File: src/rtl/dma_req_mapper.sv
module dma_req_mapper #(
  parameter int NSLOTS = 5,
  parameter int EPW    = 4,
  parameter int DW     = 32,
  localparam int FW    = EPW + 1,
  localparam int SW    = $clog2(NSLOTS),
  localparam int NEP   = 1 << EPW,
  localparam int MAPW  = NSLOTS * FW
) (
  input  logic              clk,
  input  logic              rst_n,
  input  logic              multi_mode,
  input  logic              bus_wr,
  input  logic [DW-1:0]     bus_wdata,
  output logic [DW-1:0]     bus_rdata,
  input  logic              alloc_req,
  input  logic [EPW-1:0]    alloc_ep,
  input  logic              alloc_tx,
  input  logic              rel_req,
  input  logic [SW-1:0]     rel_slot,
  input  logic [EPW-1:0]    rel_ep,
  output logic              rsp_valid,
  output logic              rsp_ok,
  output logic [SW-1:0]     rsp_slot,
  output logic              rel_err,
  input  logic [NEP-1:0]    ep_tx_ready,
  input  logic [NEP-1:0]    ep_rx_ready,
  output logic [NSLOTS-1:0] dma_req
);

  logic [MAPW-1:0]   map_q, after_rel, map_d;
  logic [NSLOTS-1:0] free_vec;
  logic [SW-1:0]     low_free, pick;
  logic              rel_bad, any_free, grant;

  always_comb begin
    after_rel = map_q;
    rel_bad   = 1'b0;
    if (rel_req && !bus_wr) begin
      if (multi_mode) begin
        rel_bad = 1'b1;
        for (int s = 0; s < NSLOTS; s++)
          if (rel_slot == SW'(s)) begin
            after_rel[s*FW +: FW] = '0;
            rel_bad = 1'b0;
          end
      end else if (map_q[EPW-1:0] == rel_ep) begin
        after_rel = '0;
      end else begin
        rel_bad = 1'b1;
      end
    end
  end

  generate
    for (genvar s = 0; s < NSLOTS; s++) begin : g_slot
      logic [EPW-1:0] own_ep;
      logic           own_tx;
      assign free_vec[s] = (after_rel[s*FW +: EPW] == '0);
      assign own_ep      = map_q[s*FW +: EPW];
      assign own_tx      = map_q[s*FW + EPW];
      assign dma_req[s]  = (own_ep != '0) &&
                           (own_tx ? ep_tx_ready[own_ep] : ep_rx_ready[own_ep]);
    end
  endgenerate

  always_comb begin
    low_free = '0;
    for (int s = NSLOTS - 1; s >= 0; s--)
      if (free_vec[s]) low_free = SW'(s);
  end

  assign any_free = multi_mode ? |free_vec : (after_rel == '0);
  assign pick     = multi_mode ? low_free : '0;
  assign grant    = alloc_req && !bus_wr && (alloc_ep != '0) && any_free;

  always_comb begin
    map_d = after_rel;
    if (bus_wr) begin
      map_d = bus_wdata[MAPW-1:0];
    end else if (grant) begin
      for (int s = 0; s < NSLOTS; s++)
        if (pick == SW'(s)) map_d[s*FW +: FW] = {alloc_tx, alloc_ep};
    end
  end

  always_ff @(posedge clk or negedge rst_n) begin
    if (!rst_n) begin
      map_q     <= '0;
      rsp_valid <= 1'b0;
      rsp_ok    <= 1'b0;
      rsp_slot  <= '0;
      rel_err   <= 1'b0;
    end else begin
      map_q     <= map_d;
      rsp_valid <= alloc_req;
      rsp_ok    <= grant;
      rsp_slot  <= grant ? pick : '0;
      rel_err   <= rel_bad;
    end
  end

  generate
    if (DW > MAPW) begin : g_pad
      assign bus_rdata = {{(DW-MAPW){1'b0}}, map_q};
    end else begin : g_nopad
      assign bus_rdata = map_q;
    end
  endgenerate

endmodule


File: config.mk
export PLATFORM = sky130hd
export DESIGN_NAME = dma_req_mapper
export DESIGN_NICKNAME = d
export VERILOG_FILES = /design/src/rtl/dma_req_mapper.sv
export SDC_FILE = /design/constraint.sdc
export NUM_CORES = 1
export LEC_CHECK = 0
export CAP_MARGIN = 10
export CORE_ASPECT_RATIO = 1.25
export CORE_MARGIN = 2
export CORE_UTILIZATION = 49
export CTS_CLUSTER_SIZE = 25
export DETAILED_ROUTE_END_ITERATION = 6
export GPL_TIMING_DRIVEN = 0
export PLACE_DENSITY = 0.89
export SLEW_MARGIN = 25
export SYNTH_ARGS = -nofsm -noshare
export SYNTH_HDL_FRONTEND = slang
export SYNTH_SLANG_ARGS = --single-unit
File: constraint.sdc
create_clock -name clk -period 4.13 [get_ports clk]
set_input_delay 0.6195 -clock clk [delete_from_list [all_inputs] [get_ports clk]]
set_output_delay 0.6195 -clock clk [all_outputs]
set_load 0.02 [all_outputs]
-- Word level (Yosys, flattened, before mapping)
Cells that the tools add are included.
- div/mod/pow operators: 0
- mux-type cells: 56
- bitwise logic cells: 0
- equal/unequal tests: 9
- $mul: 0
- shift operators: 0
- add/sub/neg operators: 0
- order comparisons: 5
- reductions and logical operators: 25
- operators with widths (cell ; count):
    $mux W25 ; 5
    $mux W5 ; 10
    $bmux W1 S4 ; 10
    $logic_not A25 Y1 ; 1
    $lt A4 B5 Y1 const B ; 5
    $mux W1 ; 24
    $reduce_bool A4 Y1 ; 6
    $mux W3 ; 7
    $logic_not A4 Y1 ; 5
    $eq A3 B2 Y1 const B ; 4
    $logic_and A1 B1 Y1 ; 9
    $eq A3 B1 Y1 const B ; 2
    $eq A3 B3 Y1 const B ; 2
    $logic_not A3 Y1 ; 2
    $reduce_or A5 Y1 ; 1
    $eq A4 B4 Y1 ; 1
    $logic_not A1 Y1 ; 1
- bits in writable memories: 0
- output and inout bits: 43
- bits in registers: 31
- ROM bits: 0
- memories: 0
- input bits: 82
- latch bits: 0

-- Depth between registers and ports, before layout
Gate-level depths: netlist of run 1.
- word-level depth: 15
- gate-level depth with buffers: 9
- depth with buffers taken out: 8

-- Least setup slack after synthesis of run 1
Ideal clock, no wire load.
- path type: register to output
- start point: register map_q[10]
- end point: output port dma_req[2]
- data required time: 3510 ps
- slack: 1539 ps
- stages on the path, launching flop included: 6
- arrival: 1972 ps
- cell sequence: dfrtp_1 -> buf_2 -> mux4_2 -> mux4_2 -> mux2i_1 -> nor2_1
- word-level cells in the longest chain between the ends: 4
- elaborated cells between the ends (all ways): 7
- classes of those cells: mux (5); reduce/logical (2)
- ends and longest elaborated chain (what ; RTL line ; source):
    start, declared ; 31 ; logic [MAPW-1:0] map_q, after_rel, map_d;
    start signal, assigned ; 95 ; map_q <= map_d;
    $bmux W1 S4 ; 63 ; (own_tx ? ep_tx_ready[own_ep] : ep_rx_ready[own_ep]);
    $mux W1 (implied by the code) ; 63 ;
    $mux W1 ; 63 ;
    $logic_and A1 B1 Y1 (*) ; 62 ; assign dma_req[s] = (own_ep != '0) &&
    end, declared ; 28 ; output logic [NSLOTS-1:0] dma_req
Mark *: on every way between the ends. The rest lies on a longest branch, timed or not. The select of a mux whose other input is x is not followed.

-- Worst setup path in the final report of run 1
- start point: input port ep_rx_ready[2]
- end point: output port dma_req[4]
- word-level cells in the longest chain between the ends: 4
- ends and longest elaborated chain (what ; RTL line ; source):
    start, declared ; 27 ; input logic [NEP-1:0] ep_rx_ready,
    $bmux W1 S4 ; 63 ;
    $mux W1 (implied by the code) ; 63 ;
    $mux W1 ; 63 ;
    $logic_and A1 B1 Y1 ; 62 ;
No other way between the ends. The select of a mux whose other input is x is not followed.

==> results of run 1 <==
==> area by class of cell <==
cell class,instances,area [µm²],share of cell area [%]
inverter,3,13.8,0.300
timing repair buffer,109,1090,23.6
clock buffer,6,82.6,1.80
multi-input combinational,237,2370,51.5
sequential,31,776,16.9
clock inverter,1,5.00,0.109
tap,87,109,2.37
buffer,27,155,3.38
==> worst max-delay path by stage <==
stage | start | endpoint | slack [ns] | depth (start not counted)
global route | ep_rx_ready[7] | dma_req[0] | 0.55 | 6
floorplan | map_q[10]$_DFF_PN0_ | dma_req[2] | 1.54 | 5
global placement | ep_rx_ready[7] | dma_req[0] | 0.65 | 6
finish | ep_rx_ready[2] | dma_req[4] | 0.56 | 6
detailed placement | ep_rx_ready[7] | dma_req[0] | 0.61 | 6
CTS | ep_rx_ready[7] | dma_req[0] | 0.60 | 6
==> cell usage after synthesis, types with 3 or more instances <==
library cell,count
a21o_1,6
a21oi_1,13
a221o_1,5
a22o_1,4
a22oi_1,8
and2_1,6
and3_1,4
buf_2,7
buf_4,8
clkbuf_1,10
dfrtp_1,31
mux2i_1,6
mux4_2,48
nand2_1,21
nand2b_1,3
nand3_1,5
nand4_1,5
nor2_1,15
nor2b_1,8
nor3_1,5
nor4_1,6
o211ai_1,3
o21ai_0,9
o21ai_2,3
o22ai_1,3
xnor2_1,3
==> power by group <==
group,internal [mW],switching [mW]
sequential,0.330,0.0456
combinational,0.343,0.303
clock,0.131,0.119
==> registers in the layout, indices dropped and copies added (netlist names) <==
signal and cells:
map_q 25, rel_err 1, rsp_valid 1, rsp_ok 1, rsp_slot 3
==> critical path, stage by stage <==
cell and delay [ns]:
clkdlybuf4s50_1 0.49, mux4_2 0.49, mux4_2 0.49, mux2i_1 0.18
nor2_1 0.09, clkdlybuf4s50_1 0.58
==> cell families after synthesis <==
logic type / synth area share (%)
compound gates: 17.9
xor+xnor: 1.07
buf+inv: 5.14
flops: 23.6
mux: 36.7
other cells: 0.114
simple gates: 15.5
==> per-layer routing <==
metal	global-route usage, %	vias to the layer above
met4	15.2	0
li1	-	1430
met3	3.60	56
met1	36.6	1605
met5	0	-
met2	54.3	249
==> reports/qor.txt, run 1 <==
TIMING
------------------------------------------------------------------------------------
Min Clock Period, post-route                                                 3.57 ns
Final setup fails                                                                  0
Hold Violations, Final                                                             0
Clock Skew                                                                 0.0101 ns
F_max                                                                      0.280 GHz
Max-slew violations                                                                0
Final WS setup                                                              0.560 ns
Tightest slew margin relative to the limit                                     45.4%
Sum of negative setup slack                                                     0 ns
Crit share post-route                                                          86.4%
RSZ-0062 raised after global routing                                              no
Hold slack                                                                  0.372 ns
Worst-margin pin slew                                                       0.812 ns

DRT
------------------------------------------------------------------------------------
Antenna violation net count after detailed routing                                 0
Highest layer used for signal routing                                           met4
Detailed-routed wire length on met2                                          5.69 mm
Met3 wire length                                                              937 µm
Count of TritonRoute iterations in the first routing pass                          7
Routed wire length per instance                                              22.1 µm
DRC errors left                                                                    3
Routed WL                                                                    11.1 mm
Iteration-0 DRC Markers                                                          529
Via density per instance                                                        6.67
Via count                                                                       3340
Length of routed wiring on met1                                              3.97 mm

CTS
------------------------------------------------------------------------------------
Source-to-sink clock delay at the later pin of the worst-skew pair           0.29 ns
Number of sinks handled by clock tree synthesis                                   31
Number of setup buffers added after CTS                                            0
CTS-repair resized insts                                                           0
CTS tree                                                                        done
CTS root buffer                                                             clkbuf_8
Clock slew seen by the registers of the worst setup and hold paths           0.07 ns
Number of buffers inserted for hold repair after clock tree synthesis              0
H-tree depth                                                                       2
CTS Buf Count                                                                      5
Clock tree buffer depth                                                            2

POWER AND IR DROP
------------------------------------------------------------------------------------
Cell leakage power                                                           1.74 nW
Post-layout total power                                                      1.27 mW
Worst vdd rail ir drop                                                    0.000135 V
Power per Cell Area                                                       277 nW/µm²

CELLS AND AREA
------------------------------------------------------------------------------------
Fill count                                                                       525
Leading cell types in the layout, fill and taps excluded                clkdlybuf4s50_1, mux4_2, dfrtp_1
Share of the core filled with cells                                            70.4%
Layout cells sized above 1                                                     22.7%
Post-layout nets                                                                 496
Final Instance Area                                                         4590 µm²
Fin cells                                                                        501
Final antenna diode count                                                          0
Area growth from synthesis to layout                                           39.7%
Most common cell after layout, fill and taps aside                      clkdlybuf4s50_1

FLOORPLAN
------------------------------------------------------------------------------------
Full die area                                                               7390 µm²
Io pins                                                                          125
Row Count                                                                         33
Die boundary height                                                          95.6 µm
Width of the die                                                             77.3 µm
Core box area                                                               6520 µm²
Starting Density                                                               50.4%

SYNTH
------------------------------------------------------------------------------------
Library cell with the largest summed area after synthesis                     mux4_2
Area fraction of the dominant cell type after synthesis                        32.9%
Register area share after synthesis                                            23.6%
Cells after synthesis                                                            292
Number of distinct library cells after synthesis                                  63
FF+latch count, synth                                                             31
Top cells by area in the synthesized netlist                            mux4_2, dfrtp_1, nand2_1, a21oi_1, mux2i_1
Mean post-synth cell area                                                   11.3 µm²
Post-synthesis async set-or-reset flop share                                    100%
Most used DFF post-synth                                                     dfrtp_1
Count of flip-flops with a built-in enable after synthesis                         0
Synthesis warning total                                                            0
Cell area after synthesis                                                   3290 µm²

GLOBAL ROUTING
------------------------------------------------------------------------------------
Wire length of the first global-routing pass                                 17.2 mm
Overall overflow remaining after global route                                      0
Overall global routing resource usage                                          30.4%
Number of global-route vias before repair                                       3332
Antenna violations before repair                                                   0
Maximum number of pins on one net before global-route repair                      32

PLACEMENT
------------------------------------------------------------------------------------
Estimated wirelength of the detail-placed design                             8.68 mm
Post-Place Worst Slack                                                      0.609 ns
Count of input and output buffers                                                109
Routability Congestion                                                         0.991
Cell count after placement                                                       494
Area after detailed placement                                               4510 µm²

SETUP PATH
------------------------------------------------------------------------------------
Capture instance of the worst register-to-register path                 map_q[9]$_DFF_PN0_
Reg-to-reg slack, setup                                                      1.62 ns
Biggest fanout along the worst timing path                                         5
Critical R2R Launch                                                     map_q[21]$_DFF_PN0_
Startpoint Class                                                        primary input
Data arrival at the endpoint of the critical path                            2.95 ns
Kind of critical path                                                      in -> out
Worst Reg-to-Reg Cells                                                             7
Crit end category                                                         output pin
Data required time of the critical path                                      3.51 ns

STATUS
------------------------------------------------------------------------------------
Violated checks                                                                  DRC
Run status                                                              finished with violations

RUN
------------------------------------------------------------------------------------
Max cap viols                                                                      0

WORST HOLD PATH
------------------------------------------------------------------------------------
Type of the worst min-delay path                                         in -> async

(Power assumes the default switching activity.)
==> inputs of run 2 (changes only) <==
- REMOVE_ABC_BUFFERS: unset -> 1
==> reports/qor.txt, run 2 (synthesis results as in run 1) <==
TIMING
------------------------------------------------------------------------------------
RSZ-0062 raised after global routing                                              no
Crit share post-route                                                          88.3%   +1.8 points
F_max                                                                      0.274 GHz   -2.1%
Final setup fails                                                                  0   unchanged
Worst-margin pin slew                                                       0.865 ns   +0.0536 ns
Clock Skew                                                                0.00908 ns   -0.00101 ns
Sum of negative setup slack                                                     0 ns   unchanged
Min Clock Period, post-route                                                 3.65 ns   +0.0751 ns
Tightest slew margin relative to the limit                                     41.8%   -3.6 points
Max-slew violations                                                                0   unchanged
Hold Violations, Final                                                             0   unchanged

SETUP PATH
------------------------------------------------------------------------------------
Reg-to-reg slack, setup                                                      1.36 ns   -0.26 ns
Capture instance of the worst register-to-register path                 map_q[4]$_DFF_PN0_
Kind of critical path                                                     reg -> out
Critical Path, Cell by Cell                                             mux4_2, mux4_1, mux2i_1, nor2_1, clkdlybuf4s50_1
Worst Reg-to-Reg Cells                                                             7   unchanged
Startpoint Class                                                           flip-flop
Worst setup path startpoint                                             map_q[0]$_DFF_PN0_
Data arrival at the endpoint of the critical path                            3.03 ns   +0.08 ns
Critical R2R Launch                                                     map_q[0]$_DFF_PN0_
Cell count along the critical path                                                 5   -1
Family with the most delay on the worst path                            multiplexers
Data required time of the critical path                                      3.51 ns   about the same
Bufs and invs on worst path                                                        1   -1
Crit end category                                                         output pin
Biggest fanout along the worst timing path                                        12   +7
Crit-path max cell delay                                                     0.82 ns   +0.24 ns
CP max-delay cell                                                            dfrtp_1
Capturing instance or port of the critical path                           dma_req[0]

GLOBAL ROUTING
------------------------------------------------------------------------------------
Maximum number of pins on one net before global-route repair                      42   +31%
Overall overflow remaining after global route                                      0   unchanged
Number of global-route vias before repair                                       3104   -6.8%
Overall global routing resource usage                                          30.3%   -0.17 points
Antenna violations before repair                                                   0   unchanged
Wire length of the first global-routing pass                                 16.9 mm   -1.5%

FLOORPLAN
------------------------------------------------------------------------------------
Full die area                                                               7390 µm²   unchanged
Starting Density                                                               50.4%   unchanged
Core box area                                                               6520 µm²   unchanged
Row Count                                                                         33   unchanged
Die boundary height                                                          95.6 µm   unchanged
Io pins                                                                          125   unchanged
Width of the die                                                             77.3 µm   unchanged

CTS
------------------------------------------------------------------------------------
CTS root buffer                                                             clkbuf_8
H-tree depth                                                                       2   unchanged
CTS-repair resized insts                                                           0   unchanged
Clock slew seen by the registers of the worst setup and hold paths           0.07 ns   about the same
CTS tree                                                                        done
Number of setup buffers added after CTS                                            0   unchanged
Source-to-sink clock delay at the later pin of the worst-skew pair           0.28 ns   about the same
Number of buffers inserted for hold repair after clock tree synthesis              0   unchanged
CTS Buf Count                                                                      5   unchanged
Clock tree buffer depth                                                            2   unchanged
Number of sinks handled by clock tree synthesis                                   31   unchanged

DRT
------------------------------------------------------------------------------------
Via density per instance                                                        6.71   +0.62%
Via count                                                                       3193   -4.4%
Routed WL                                                                    11.0 mm   -0.55%
Count of TritonRoute iterations in the first routing pass                          5   -2
Antenna violation net count after detailed routing                                 0   unchanged
DRC errors left                                                                    0   -3
Routed wire length per instance                                              23.2 µm   +4.7%
Iteration-0 DRC Markers                                                          277   -48%

PLACEMENT
------------------------------------------------------------------------------------
Routability Congestion                                                          1.03   +4.0%
Count of input and output buffers                                                110   +0.92%
Area after detailed placement                                               4360 µm²   -3.3%
Estimated wirelength of the detail-placed design                             8.61 mm   -0.76%
Cell count after placement                                                       468   -5.3%

CELLS AND AREA
------------------------------------------------------------------------------------
Final antenna diode count                                                          0   unchanged
Area growth from synthesis to layout                                           36.0%
Largest registers ranked by flip-flop count                             map_q x25, rsp_slot x3
Area taken by multi-input logic gates                                       2370 µm²   unchanged
Storage element area                                                         776 µm²   unchanged
Final Instance Area                                                         4470 µm²   -2.6%
Number of flip-flops in the largest register                                      25   unchanged
Most common cell after layout, fill and taps aside                      clkdlybuf4s50_1
Leading cell types in the layout, fill and taps excluded                clkdlybuf4s50_1, mux4_2, dfrtp_1
Fin cells                                                                        476   -5.0%
Most flops, register                                                           map_q
Post-layout nets                                                                 470   -5.2%
Layout cells sized above 1                                                     20.3%   -2.4 points
Fill count                                                                       525   unchanged

STATUS
------------------------------------------------------------------------------------
Run status                                                                 completed

WORST HOLD PATH
------------------------------------------------------------------------------------
Type of the worst min-delay path                                         in -> async

RUN
------------------------------------------------------------------------------------
Max cap viols                                                                      0   unchanged

POWER AND IR DROP
------------------------------------------------------------------------------------
Worst vdd rail ir drop                                                    0.000195 V   +45%
Power per Cell Area                                                       294 nW/µm²   +6.0%
Cell leakage power                                                           1.67 nW   -4.4%

run 2: worst min path at each step:
stage / slack [ns] / to / startpoint / cells past startpoint
6_report: 0.38 / rsp_ok$_DFF_PN0_ / rst_n / 1
5_1_grt: 0.44 / rel_err$_DFF_PN0_ / rst_n / 1
4_1_cts: 0.40 / rsp_valid$_DFF_PN0_ / rst_n / 1
3_5_place_dp: 0.64 / map_q[13]$_DFF_PN0_ / map_q[13]$_DFF_PN0_ / 2
3_3_place_gp: 0.62 / map_q[13]$_DFF_PN0_ / map_q[13]$_DFF_PN0_ / 2
2_1_floorplan: 0.32 / map_q[0]$_DFF_PN0_ / rst_n / 0
run 2: worst register-to-register path, delay by kind of cell, from the launching register on:
kind | cells | cell delay (ns)
compound gates | 4 | 0.97
flops | 1 | 0.82
simple gates | 2 | 0.62
xor+xnor | 1 | 0.23
run 2: cell type report:
class / instances / area share, %
tap: 87 / 2.43
clock inverter: 2 / 0.783
clock buffer: 6 / 1.85
multi-input combinational: 237 / 52.9
timing repair buffer: 110 / 24.4
sequential: 31 / 17.3
inverter: 3 / 0.308
run 2: metrics by stage:
| stage | setup slack, ns | total power, mW | hold slack, ns | util [%] |
|---|---|---|---|---|
| floorplan | 1.42 | 0.726 | 0.324 | - |
| global placement | 0.0934 | 0.992 | 0.622 | 66.9 |
| detailed placement | 0.586 | 1.00 | 0.638 | 66.8 |
| CTS | 0.464 | 1.31 | 0.404 | 68.6 |
| global route | 0.381 | 1.37 | 0.437 | 68.6 |
| finish | 0.485 | 1.31 | 0.381 | 68.6 |
run 2: power by group:
part | internal, mW | switching, mW
combinational | 0.327 | 0.252
sequential | 0.329 | 0.0948
clock | 0.195 | 0.115
run 2: metal layers:
metal | global-route usage [%] | routed length, µm
met1 | 37.4 | 3990
met2 | 52.9 | 5590
met3 | 5.78 | 982
met4 | 11.6 | 472
met5 | 0 | 0
